## src/rtl/mbus_pkg.sv

```systemverilog
package mbus_pkg;

  typedef enum logic [2:0] {
    PH_IDLE = 3'd0,
    PH_T1   = 3'd1,
    PH_T2   = 3'd2,
    PH_T3   = 3'd3,
    PH_TW   = 3'd4,
    PH_T4   = 3'd5
  } phase_t;

  localparam logic [2:0] KIND_INTA = 3'b000;
  localparam logic [2:0] KIND_IORD = 3'b001;
  localparam logic [2:0] KIND_IOWR = 3'b010;
  localparam logic [2:0] KIND_HALT = 3'b011;
  localparam logic [2:0] KIND_CODE = 3'b100;
  localparam logic [2:0] KIND_MRD  = 3'b101;
  localparam logic [2:0] KIND_MWR  = 3'b110;
  localparam logic [2:0] KIND_PASV = 3'b111;

  function automatic logic kind_reads(input logic [2:0] k);
    return (k == KIND_INTA) || (k == KIND_IORD) || (k == KIND_CODE) || (k == KIND_MRD);
  endfunction

  function automatic logic kind_writes(input logic [2:0] k);
    return (k == KIND_IOWR) || (k == KIND_MWR);
  endfunction

endpackage

```

## src/rtl/mbus_fsm.sv

```systemverilog
module mbus_fsm
  import mbus_pkg::*;
(
  input  logic       clk,
  input  logic       rst_n,
  input  logic       req_valid,
  input  logic [2:0] req_kind,
  input  logic       ready,
  output phase_t     phase,
  output logic       take,
  output logic       rd_capture
);

  phase_t phase_q, phase_d;

  // a request can enter only from idle or the closing phase
  assign take = req_valid && (req_kind != KIND_PASV) &&
                ((phase_q == PH_IDLE) || (phase_q == PH_T4));

  assign rd_capture = ready && ((phase_q == PH_T3) || (phase_q == PH_TW));

  always_comb begin
    phase_d = phase_q;
    unique case (phase_q)
      PH_IDLE: if (take) phase_d = PH_T1;
      PH_T1:   phase_d = PH_T2;
      PH_T2:   phase_d = PH_T3;
      PH_T3:   phase_d = ready ? PH_T4 : PH_TW;
      PH_TW:   phase_d = ready ? PH_T4 : PH_TW;
      PH_T4:   phase_d = take ? PH_T1 : PH_IDLE;
      default: phase_d = PH_IDLE;
    endcase
  end

  always_ff @(posedge clk or negedge rst_n) begin
    if (!rst_n) phase_q <= PH_IDLE;
    else        phase_q <= phase_d;
  end

  assign phase = phase_q;

endmodule

```

## src/rtl/mbus_reqlat.sv

```systemverilog
module mbus_reqlat
  import mbus_pkg::*;
#(
  parameter int ADDR_W = 20,
  parameter int DATA_W = 16,
  parameter int SEG_W  = 2
) (
  input  logic              clk,
  input  logic              rst_n,
  input  logic              load_en,
  input  logic              rd_capture,
  input  logic [2:0]        in_kind,
  input  logic [ADDR_W-1:0] in_addr,
  input  logic [SEG_W-1:0]  in_seg,
  input  logic              in_bhe_n,
  input  logic [DATA_W-1:0] in_wdata,
  input  logic [DATA_W-1:0] in_rdata,
  output logic [2:0]        kind_q,
  output logic [ADDR_W-1:0] addr_q,
  output logic [SEG_W-1:0]  seg_q,
  output logic              bhe_n_q,
  output logic [DATA_W-1:0] wdata_q,
  output logic [DATA_W-1:0] rdata_q
);

  always_ff @(posedge clk or negedge rst_n) begin
    if (!rst_n) begin
      kind_q  <= KIND_PASV;
      addr_q  <= '0;
      seg_q   <= '0;
      bhe_n_q <= 1'b1;
      wdata_q <= '0;
    end else if (load_en) begin
      kind_q  <= in_kind;
      addr_q  <= in_addr;
      seg_q   <= in_seg;
      bhe_n_q <= in_bhe_n;
      wdata_q <= in_wdata;
    end
  end

  always_ff @(posedge clk or negedge rst_n) begin
    if (!rst_n)          rdata_q <= '0;
    else if (rd_capture) rdata_q <= in_rdata;
  end

endmodule

```

## src/rtl/mbus_drive.sv

```systemverilog
module mbus_drive
  import mbus_pkg::*;
#(
  parameter int ADDR_W = 20,
  parameter int DATA_W = 16,
  parameter int SEG_W  = 2
) (
  input  phase_t            phase,
  input  logic              take,
  input  logic [2:0]        new_kind,
  input  logic [2:0]        kind_q,
  input  logic [ADDR_W-1:0] addr_q,
  input  logic [SEG_W-1:0]  seg_q,
  input  logic              bhe_n_q,
  input  logic [DATA_W-1:0] wdata_q,
  output logic [DATA_W-1:0] ad_out,
  output logic              ad_oe,
  output logic [ADDR_W-DATA_W-1:0] a_hi,
  output logic [2:0]        stat,
  output logic              ale,
  output logic              bhe_n,
  output logic              rd_n,
  output logic              den_n,
  output logic              inta_n
);

  localparam int HI_W = ADDR_W - DATA_W;

  logic in_t1, after_t1, strobe_ph, is_rd, is_wr;
  logic [HI_W-1:0] seg_ext;

  assign in_t1     = (phase == PH_T1);
  assign after_t1  = (phase == PH_T2) || (phase == PH_T3) || (phase == PH_TW) || (phase == PH_T4);
  assign strobe_ph = (phase == PH_T2) || (phase == PH_T3) || (phase == PH_TW);
  assign is_rd     = kind_reads(kind_q);
  assign is_wr     = kind_writes(kind_q);
  assign seg_ext   = HI_W'(seg_q);

  always_comb begin
    if (in_t1 || (phase == PH_T2)) stat = kind_q;
    else if (take)                 stat = new_kind;
    else                           stat = KIND_PASV;
  end

  assign ale    = in_t1;
  assign ad_out = in_t1 ? addr_q[DATA_W-1:0] : wdata_q;
  assign ad_oe  = in_t1 || (after_t1 && is_wr);
  assign a_hi   = in_t1 ? addr_q[ADDR_W-1:DATA_W] : (after_t1 ? seg_ext : '0);
  assign bhe_n  = in_t1 ? bhe_n_q : 1'b1;
  assign rd_n   = !(strobe_ph && is_rd);
  assign inta_n = !(strobe_ph && (kind_q == KIND_INTA));
  assign den_n  = !((strobe_ph && (kind_q != KIND_HALT)) || ((phase == PH_T4) && is_wr));

endmodule

```

## src/rtl/mbus_seq.sv

```systemverilog
module mbus_seq
  import mbus_pkg::*;
#(
  parameter int ADDR_W = 20,
  parameter int DATA_W = 16,
  parameter int SEG_W  = 2,
  localparam int HI_W  = ADDR_W - DATA_W
) (
  input  logic              clk,
  input  logic              rst_n,
  input  logic              req_valid,
  input  logic [2:0]        req_kind,
  input  logic [ADDR_W-1:0] req_addr,
  input  logic [SEG_W-1:0]  req_seg,
  input  logic              req_bhe_n,
  input  logic [DATA_W-1:0] req_wdata,
  output logic              req_take,
  input  logic              bus_ready,
  input  logic [DATA_W-1:0] bus_ad_in,
  output logic [DATA_W-1:0] bus_ad_out,
  output logic              bus_ad_oe,
  output logic [HI_W-1:0]   bus_a_hi,
  output logic [2:0]        bus_stat,
  output logic              bus_ale,
  output logic              bus_bhe_n,
  output logic              bus_rd_n,
  output logic              bus_den_n,
  output logic              bus_inta_n,
  output logic              rsp_done,
  output logic [DATA_W-1:0] rsp_rdata
);

  phase_t            phase;
  logic              take, rd_capture;
  logic [2:0]        kind_q;
  logic [ADDR_W-1:0] addr_q;
  logic [SEG_W-1:0]  seg_q;
  logic              bhe_n_q;
  logic [DATA_W-1:0] wdata_q;

  mbus_fsm u_fsm (
    .clk        (clk),
    .rst_n      (rst_n),
    .req_valid  (req_valid),
    .req_kind   (req_kind),
    .ready      (bus_ready),
    .phase      (phase),
    .take       (take),
    .rd_capture (rd_capture)
  );

  mbus_reqlat #(.ADDR_W(ADDR_W), .DATA_W(DATA_W), .SEG_W(SEG_W)) u_lat (
    .clk        (clk),
    .rst_n      (rst_n),
    .load_en    (take),
    .rd_capture (rd_capture),
    .in_kind    (req_kind),
    .in_addr    (req_addr),
    .in_seg     (req_seg),
    .in_bhe_n   (req_bhe_n),
    .in_wdata   (req_wdata),
    .in_rdata   (bus_ad_in),
    .kind_q     (kind_q),
    .addr_q     (addr_q),
    .seg_q      (seg_q),
    .bhe_n_q    (bhe_n_q),
    .wdata_q    (wdata_q),
    .rdata_q    (rsp_rdata)
  );

  mbus_drive #(.ADDR_W(ADDR_W), .DATA_W(DATA_W), .SEG_W(SEG_W)) u_drv (
    .phase    (phase),
    .take     (take),
    .new_kind (req_kind),
    .kind_q   (kind_q),
    .addr_q   (addr_q),
    .seg_q    (seg_q),
    .bhe_n_q  (bhe_n_q),
    .wdata_q  (wdata_q),
    .ad_out   (bus_ad_out),
    .ad_oe    (bus_ad_oe),
    .a_hi     (bus_a_hi),
    .stat     (bus_stat),
    .ale      (bus_ale),
    .bhe_n    (bus_bhe_n),
    .rd_n     (bus_rd_n),
    .den_n    (bus_den_n),
    .inta_n   (bus_inta_n)
  );

  assign req_take = take;
  assign rsp_done = (phase == PH_T4);

endmodule

```

## config.mk

```make
export PLATFORM = sky130hd
export DESIGN_NAME = mbus_seq
export DESIGN_NICKNAME = d
export VERILOG_FILES = /design/src/rtl/mbus_pkg.sv /design/src/rtl/mbus_fsm.sv /design/src/rtl/mbus_reqlat.sv /design/src/rtl/mbus_drive.sv /design/src/rtl/mbus_seq.sv
export SDC_FILE = /design/constraint.sdc
export NUM_CORES = 1
export LEC_CHECK = 0
export ABC_AREA = 1
export CORE_MARGIN = 1
export CORE_UTILIZATION = 35
export CTS_CLUSTER_DIAMETER = 30
export DETAILED_ROUTE_END_ITERATION = 10
export HOLD_SLACK_MARGIN = 0.1
export PLACE_DENSITY = 0.66
export SLEW_MARGIN = 20
export SYNTH_ARGS = -nofsm -noshare
export SYNTH_HDL_FRONTEND = slang
export SYNTH_SLANG_ARGS = --single-unit
```

## constraint.sdc

```tcl
create_clock -name clk -period 2.8 [get_ports clk]
set_input_delay 0.28 -clock clk [delete_from_list [all_inputs] [get_ports clk]]
set_output_delay 0.28 -clock clk [all_outputs]
set_load 0.02 [all_outputs]
```

==> flow_summary_export.csv, run 1 <==
group,metric,value,unit
run_status,outcome,"completed",
min_path,hp-class,"primary input to asynchronous set/reset pin",
synth,synth_cell_type_count,21,
synth,avgSynthCellArea,7.78,µm²
routing,wl,7.59,mm
synth,synth_top_area_cell,"dfrtp_1",
sta,period_minus_slack,2.62,ns
cts,path_clk_slew,0.07,ns
finish,drive_gt1_share,7.66,%
routing,drc_errors,0,
grt,grt_max_degree,44,
routing,route.vias.total,2667,
synth,syn_area,2890,µm²
floorplan,rows,32,
synth,seq_area_frac_synth,53.1,%
finish,nNetsFinal,540,
finish,syn_to_final_growth,45.7,%
grt,track_usage,18.9,%
worst_setup_path,worst_ep_required_time,2.52,ns
cts,cts_tree,"done",
worst_setup_path,slowest_delay,0.63,ns
floorplan,die_h,92.8,µm
synth,synth_top_area_share,49.4,%
sta,worst_pin_slew,0.621,ns
cts,cts_setup_buffers,0,
sta,final-setup-viol-count,0,
pwr,powerDensity,1200,nW/µm²
pwr,p_total,0.00503,W
cts,clock_latency,0.33,ns
floorplan,die_area,8610,µm²
worst_setup_path,critPathCaptureType,"primary output",
finish,antenna_cells,0,
cts,cts-buffers-inserted,9,
routing,ant_nets,0,
grt,overflow,0,
routing,detail_route.wl_per_cell,13.0,µm
routing,drt_iter0_drc,144,
sta,rsz0062_at_grt,"true",
cts,clock_sinks,61,
floorplan,start_util,36.8,%
worst_setup_path,crit_type,"register to primary output",
worst_setup_path,cp_data_arrival_time,2.34,ns
synth,synth_nets,433,
synth,ys_warn_count,0,
sta,hold_ws,0.431,ns
pwr,p_leak,2.15,nW
cts,cts_max_level,3,
worst_setup_path,crit_slowest_cell,"clkdlybuf4s50_1",
run,drv_cap,0,
sta,tns,0,ns
place,port_buffers,108,
sta,hold_violations,0,
cts,cts_max_path_buffers,2,
synth,syn_inst,371,
place,gp_congestion,0.817,
place,dpl_cell_area,4000,µm²
grt,grt_pass1_wl,12.5,mm
floorplan,pin_count,109,
synth,ys_top_cells_by_area,"dfrtp_1 (49%), nand2_1 (22%), nand3_1 (8.3%), inv_1 (4.3%), dfstp_2 (3.6%)",
worst_setup_path,crit_chain,"inv_1 > nor2_2 > nand2_2 > buf_4 > o21ai_0 > nor2_1 > clkdlybuf4s50_1",
grt,grt_pass1_vias,2571,
sta,maxSlewViolCount,0,
finish,final_area,4200,µm²
place,dp.final_hpwl,5.40,mm
routing,drt_first_pass_iters,4,
worst_setup_path,r2r_end,"u_lat.addr_q[10]",
floorplan,core,7850,µm²
sta,fin_skew,0.00745,ns
cts,root_buffer,"clkbuf_8",
pwr,ir_drop,729,µV
routing,vias_per_cell,4.56,
worst_setup_path,cp-start-kind,"register",
worst_setup_path,crit_fanout,18,
worst_setup_path,regToRegSetupSlack,1.11,ns
sta,relSlewSlack,58.5,%
sta,fmax,382,MHz
sta,period_share,93.6,%
floorplan,chipWidth,92.8,µm
worst_setup_path,reg2reg_from,"u_fsm.phase[1]",
worst_setup_path,r2r_cells,7,
grt,antenna_found_initial,0,
synth,synth-seq-cells,61,
worst max-delay path by stage:
| stage | startpoint | to | cells past startpoint |
|---|---|---|---|
| finish | u_fsm.phase[0] | bus_a_hi[0] | 7 |
| global route | u_fsm.phase[0] | bus_ad_out[7] | 7 |
| CTS | u_fsm.phase[0] | bus_ad_out[7] | 7 |
| detailed placement | u_fsm.phase[0] | bus_ad_out[7] | 7 |
| global placement | u_fsm.phase[0] | bus_ad_out[7] | 7 |
| floorplan | u_fsm.phase[1] | bus_a_hi[0] | 5 |
synthesized netlist by cell type:
| library cell | instances |
|---|---|
| nor2_1 | 8 |
| inv_2 | 4 |
| dfrtp_1 | 57 |
| nor2_2 | 2 |
| o21a_1 | 1 |
| or2_2 | 1 |
| o21ai_1 | 16 |
| buf_2 | 4 |
| a21oi_1 | 1 |
| nand3_2 | 2 |
| nand2_1 | 167 |
| nand2_4 | 2 |
| nand2_2 | 1 |
| clkbuf_1 | 5 |
| inv_1 | 33 |
| o21ai_0 | 4 |
| nand3_1 | 48 |
| nand4_1 | 2 |
| dfstp_2 | 4 |
| buf_4 | 4 |
| buf_6 | 5 |
layer usage:
metal  track usage (%)  vias to the layer above  share of wire [%]
li1                  -                     1363                  -
met2              30.1                       65                 47
met5                 0                        -                  0
met4              7.69                        0                1.2
met1              24.7                     1231                 46
met3              4.52                        8                5.2
registers in the layout (all words and copies together), names as in the netlist:
signal         cells
u_fsm.phase        3
u_lat.addr_q      20
u_lat.bhe_n_q      1
u_lat.kind_q       3
u_lat.rdata_q     16
u_lat.seg_q        2
u_lat.wdata_q     16
placed cells by master (no fill, tap or decap):
cell type        instances
nand3_1                 48
dlygate4sd3_1            1
buf_2                    1
nor2_1                   8
clkbuf_8                10
bufinv_16                1
buf_4                    5
o21ai_1                 16
nand2_1                167
clkdlybuf4s50_1        107
dfstp_2                  4
nand2_4                  2
nor2_2                   2
clkbuf_1                 1
or2_2                    1
o21a_1                   1
dfrtp_1                 57
inv_1                   33
nand2_2                  1
clkinv_2                 5
inv_2                    3
o21ai_0                  4
a21oi_1                  1
nand4_1                  2
nand3_2                  2
area by class of cell:
class                           instances  area (µm²)
Clock buffer                           11         141
Tap cell                              102         128
Inverter                               37         140
Sequential cell                        61        1530
Timing Repair Buffer                  114        1120
Clock inverter                          5        50.0
Multi-Input combinational cell        255        1090
Fill cell                             779        3640
logic make-up after synthesis:
group	count (synthesis)	synth area share [%]
buffers and inverters	55	9.15
AO/OA/AOI/OAI	22	3.90
flip-flops	61	53.1
AND/OR/NAND/NOR	233	33.9
worst max-delay path, delay by kind of cell, from the launching register on:
family                 cells  cell delay [ns]
buffers and inverters      3             0.98
AND/OR/NAND/NOR            3             0.49
flip-flops                 1             0.43
AO/OA/AOI/OAI              1             0.10
per-stage QoR:
| step | cells | setup WS [ns] | utilization (%) |
|---|---|---|---|
| 2_1_floorplan | 371 | 1.32 | - |
| 3_3_place_gp | 568 | 0.547 | 51.0 |
| 3_5_place_dp | 568 | 0.510 | 51.0 |
| 4_1_cts | 585 | 0.141 | 53.6 |
| 5_1_grt | 585 | -0.00120 | 53.6 |
| 6_report | 585 | 0.180 | 53.6 |
report_power, final:
group	switching [W]	internal [W]	leakage (nW)	total, W
Combinational	0.00158	0.00113	1.30	0.00271
Sequential	0.000242	0.00132	0.753	0.00156
Clock	0.000329	0.000429	0.103	0.000758
repair_timing:
action                                 in CTS  in global routing
hold buffers                                1                  0
setup endpoints to repair                   0                  5
endpoints found under the hold margin      18                  0
resized for setup                           0                  1
Power figures use the tool's default switching activity.
==> run 2: changes to the inputs <==
Settings changed: SKIP_CTS_REPAIR_TIMING from default to 1.
==> results of run 2 <==
The final DEF is identical to that of run 1; final timing and power are the same.
Main changes from that run: via count of the first global-routing pass 2571 -> 2568; met1 usage 24.7% -> 24.6%
==> run 3: changes to the inputs <==
Settings changed: ABC_AREA 1 to default, GPL_ROUTABILITY_DRIVEN from default to 1, PLACE_DENSITY 0.66 to 0.65.
==> flow_summary_export.csv, run 3 <==
group,metric,value,unit
finish,antenna_cells,0,
cts,cts_max_path_buffers,2,
cts,clock_latency,0.33,ns
floorplan,pin_count,109,
synth,ys.flop_type,"dfrtp_1",
worst_setup_path,crit_slowest_cell,"or4b_1",
sta,final-setup-viol-count,0,
grt,antenna_found_initial,0,
sta,period_share,93.7,%
sta,tns,0,ns
place,dp.final_hpwl,4.39,mm
routing,wl,6.04,mm
grt,grt_max_degree,28,
synth,yosysMostFrequentCell,"dfrtp_1",
finish,syn_to_final_growth,45.1,%
finish,layout_common_cells,"clkdlybuf4s50_1 (107), dfrtp_1 (56), mux2_4 (39), mux2_2 (34), clkbuf_8 (12)",
sta,rsz0062_at_grt,"false",
synth,synth_cell_type_count,34,
place,dpl_cell_area,4150,µm²
run_status,outcome,"completed",
pwr,ir_drop,571,µV
finish,largest_register_ff_count,20,
worst_setup_path,crit_fanout,7,
finish,final_common_cell,"clkdlybuf4s50_1",
synth,synth_top_area_cell,"dfrtp_1",
synth,synth-seq-cells,61,
pwr,p_leak,1.90,nW
worst_setup_path,slowest_delay,0.57,ns
sta,worst_pin_slew,0.607,ns
worst_setup_path,crit_type,"register to primary output",
cts,path_clk_slew,0.06,ns
grt,grt_pass1_wl,9.85,mm
worst_setup_path,worst-path-buf-inv,2,
worst_setup_path,reg2reg_from,"u_fsm.phase[0]",
sta,hold_ws,0.494,ns
cts,root_buffer,"clkbuf_8",
finish,top_register,"u_lat.addr_q",
finish,nNetsFinal,376,
synth,syn_area,2990,µm²
synth,synth.cells.most_frequent,"dfrtp_1 (57), mux2_4 (39), mux2_2 (34)",
floorplan,die_area,8920,µm²
synth,synth_nets,261,
floorplan,rows,33,
routing,ant_nets,0,
cts,cts_max_level,3,
worst_setup_path,worstSetupPathDepth,5,
worst_setup_path,r2r_end,"u_lat.wdata_q[14]",
cts,cts-buffers-inserted,9,
routing,vias_per_cell,4.71,
worst_setup_path,crit_start,"u_fsm.phase[0]",
synth,avgSynthCellArea,15.0,µm²
cts,cts_tree,"done",
worst_setup_path,critPathCaptureType,"primary output",
worst_setup_path,worst_ep_required_time,2.52,ns
finish,instances_no_fill,423,
routing,route.vias.total,1992,
synth,async_reset_ff_share,100,%
sta,relSlewSlack,59.5,%
sta,fmax,381,MHz
sta,hold_violations,0,
place,placed_cells,407,
synth,ys_warn_count,0,
synth,seq_area_frac_synth,51.2,%
grt,overflow,0,
run,drv_cap,0,
sta,maxSlewViolCount,0,
pwr,powerDensity,1250,nW/µm²
synth,ys_top_cells_by_area,"dfrtp_1 (48%), mux2_4 (20%), mux2_2 (13%), dfstp_2 (3.5%), buf_6 (2.3%)",
grt,grt_pass1_vias,2122,
grt,track_usage,14.5,%
sta,period_minus_slack,2.62,ns
worst_setup_path,endpoint,"bus_stat[1]",
floorplan,core,8260,µm²
worst_setup_path,crit_chain,"buf_4 > or4b_1 > o22ai_1 > a21oi_1 > clkdlybuf4s50_1",
worst_setup_path,cp-start-kind,"register",
synth,syn_inst,199,
synth,synth_top_area_share,47.7,%
place,port_buffers,108,
place,gp_congestion,0.749,
worst_setup_path,regToRegSetupSlack,0.87,ns
worst_setup_path,r2r_cells,5,
floorplan,chipWidth,94.5,µm
sta,fin_skew,0.00708,ns
routing,drt_iter0_drc,48,
floorplan,start_util,36.2,%
min_path,hp-class,"primary input to asynchronous set/reset pin",
finish,drive_gt1_share,33.0,%
floorplan,die_h,94.5,µm
synth,synth-edff-count,0,
finish,final_area,4340,µm²
cts,clock_sinks,61,
worst_setup_path,cp_data_arrival_time,2.34,ns
worst_setup_path,cp_top_family,"buffers and inverters",
finish,reg.largest.list,"u_lat.addr_q: 20 flops, u_lat.rdata_q: 16 flops, u_lat.wdata_q: 16 flops",
routing,drt_first_pass_iters,4,
routing,detail_route.wl_per_cell,14.3,µm
routing,drc_errors,0,
## run 3: cell types whose count changed after synthesis, moves of 5 or more
cell	previous run	this run
nand3_1	48	1
o21ai_1	16	0
mux2_2	0	34
nor2_1	8	3
nand2_1	167	4
o22ai_1	0	9
inv_1	33	4
mux2_4	0	39
## run 3: per-stage QoR
step	total power (W)	worst slack, ns	utilization (%)
finish	0.00541	0.175	52.6
global route	0.00576	0.0461	52.6
CTS	0.00549	0.0421	52.4
detailed placement	0.00475	0.378	50.2
global placement	0.00471	0.413	50.2
floorplan	0.00365	1.07	-
## run 3: cell families after synthesis
group           share of synthesized area [%]
mux                                      32.7
buf+inv                                  3.89
flops                                    51.2
xor+xnor                                 1.21
simple gates                             6.06
compound gates                           4.89
## run 3: cell type report
cell class	instances	area, µm²
Fill cell	739	3920
Sequential cell	61	1530
Multi-Input combinational cell	123	1350
Timing Repair Buffer	115	1130
Clock buffer	14	173
Tap cell	105	131
Inverter	4	15.0
Clock inverter	1	5.00
## run 3: power by group
| group | leakage, nW | switching [W] | internal, W |
|---|---|---|---|
| Sequential | 0.716 | 0.000325 | 0.00136 |
| Combinational | 1.10 | 0.00124 | 0.00178 |
| Clock | 0.0926 | 0.000307 | 0.000388 |
## run 3: how the worst min path moves through the flow
stage                        endpoint  slack, ns  cells after the start         startpoint
global placement     u_lat.rdata_q[1]       0.33                      1              rst_n
CTS                  u_lat.rdata_q[1]      -0.04                      1              rst_n
global route        u_lat.rdata_q[10]       0.51                      1  u_lat.rdata_q[10]
detailed placement   u_lat.rdata_q[1]       0.33                      1              rst_n
finish               u_lat.rdata_q[1]       0.49                      2              rst_n
floorplan              u_fsm.phase[0]      -0.02                      0              rst_n
## run 3: routing by layer
| metal | wire, µm | GRT usage [%] | vias up |
|---|---|---|---|
| li1 | - | - | 946 |
| met1 | 2530 | 17.1 | 959 |
| met2 | 2930 | 23.7 | 78 |
| met3 | 522 | 6.52 | 9 |
| met4 | 60 | 4.17 | 0 |
| met5 | 0 | 0 | - |
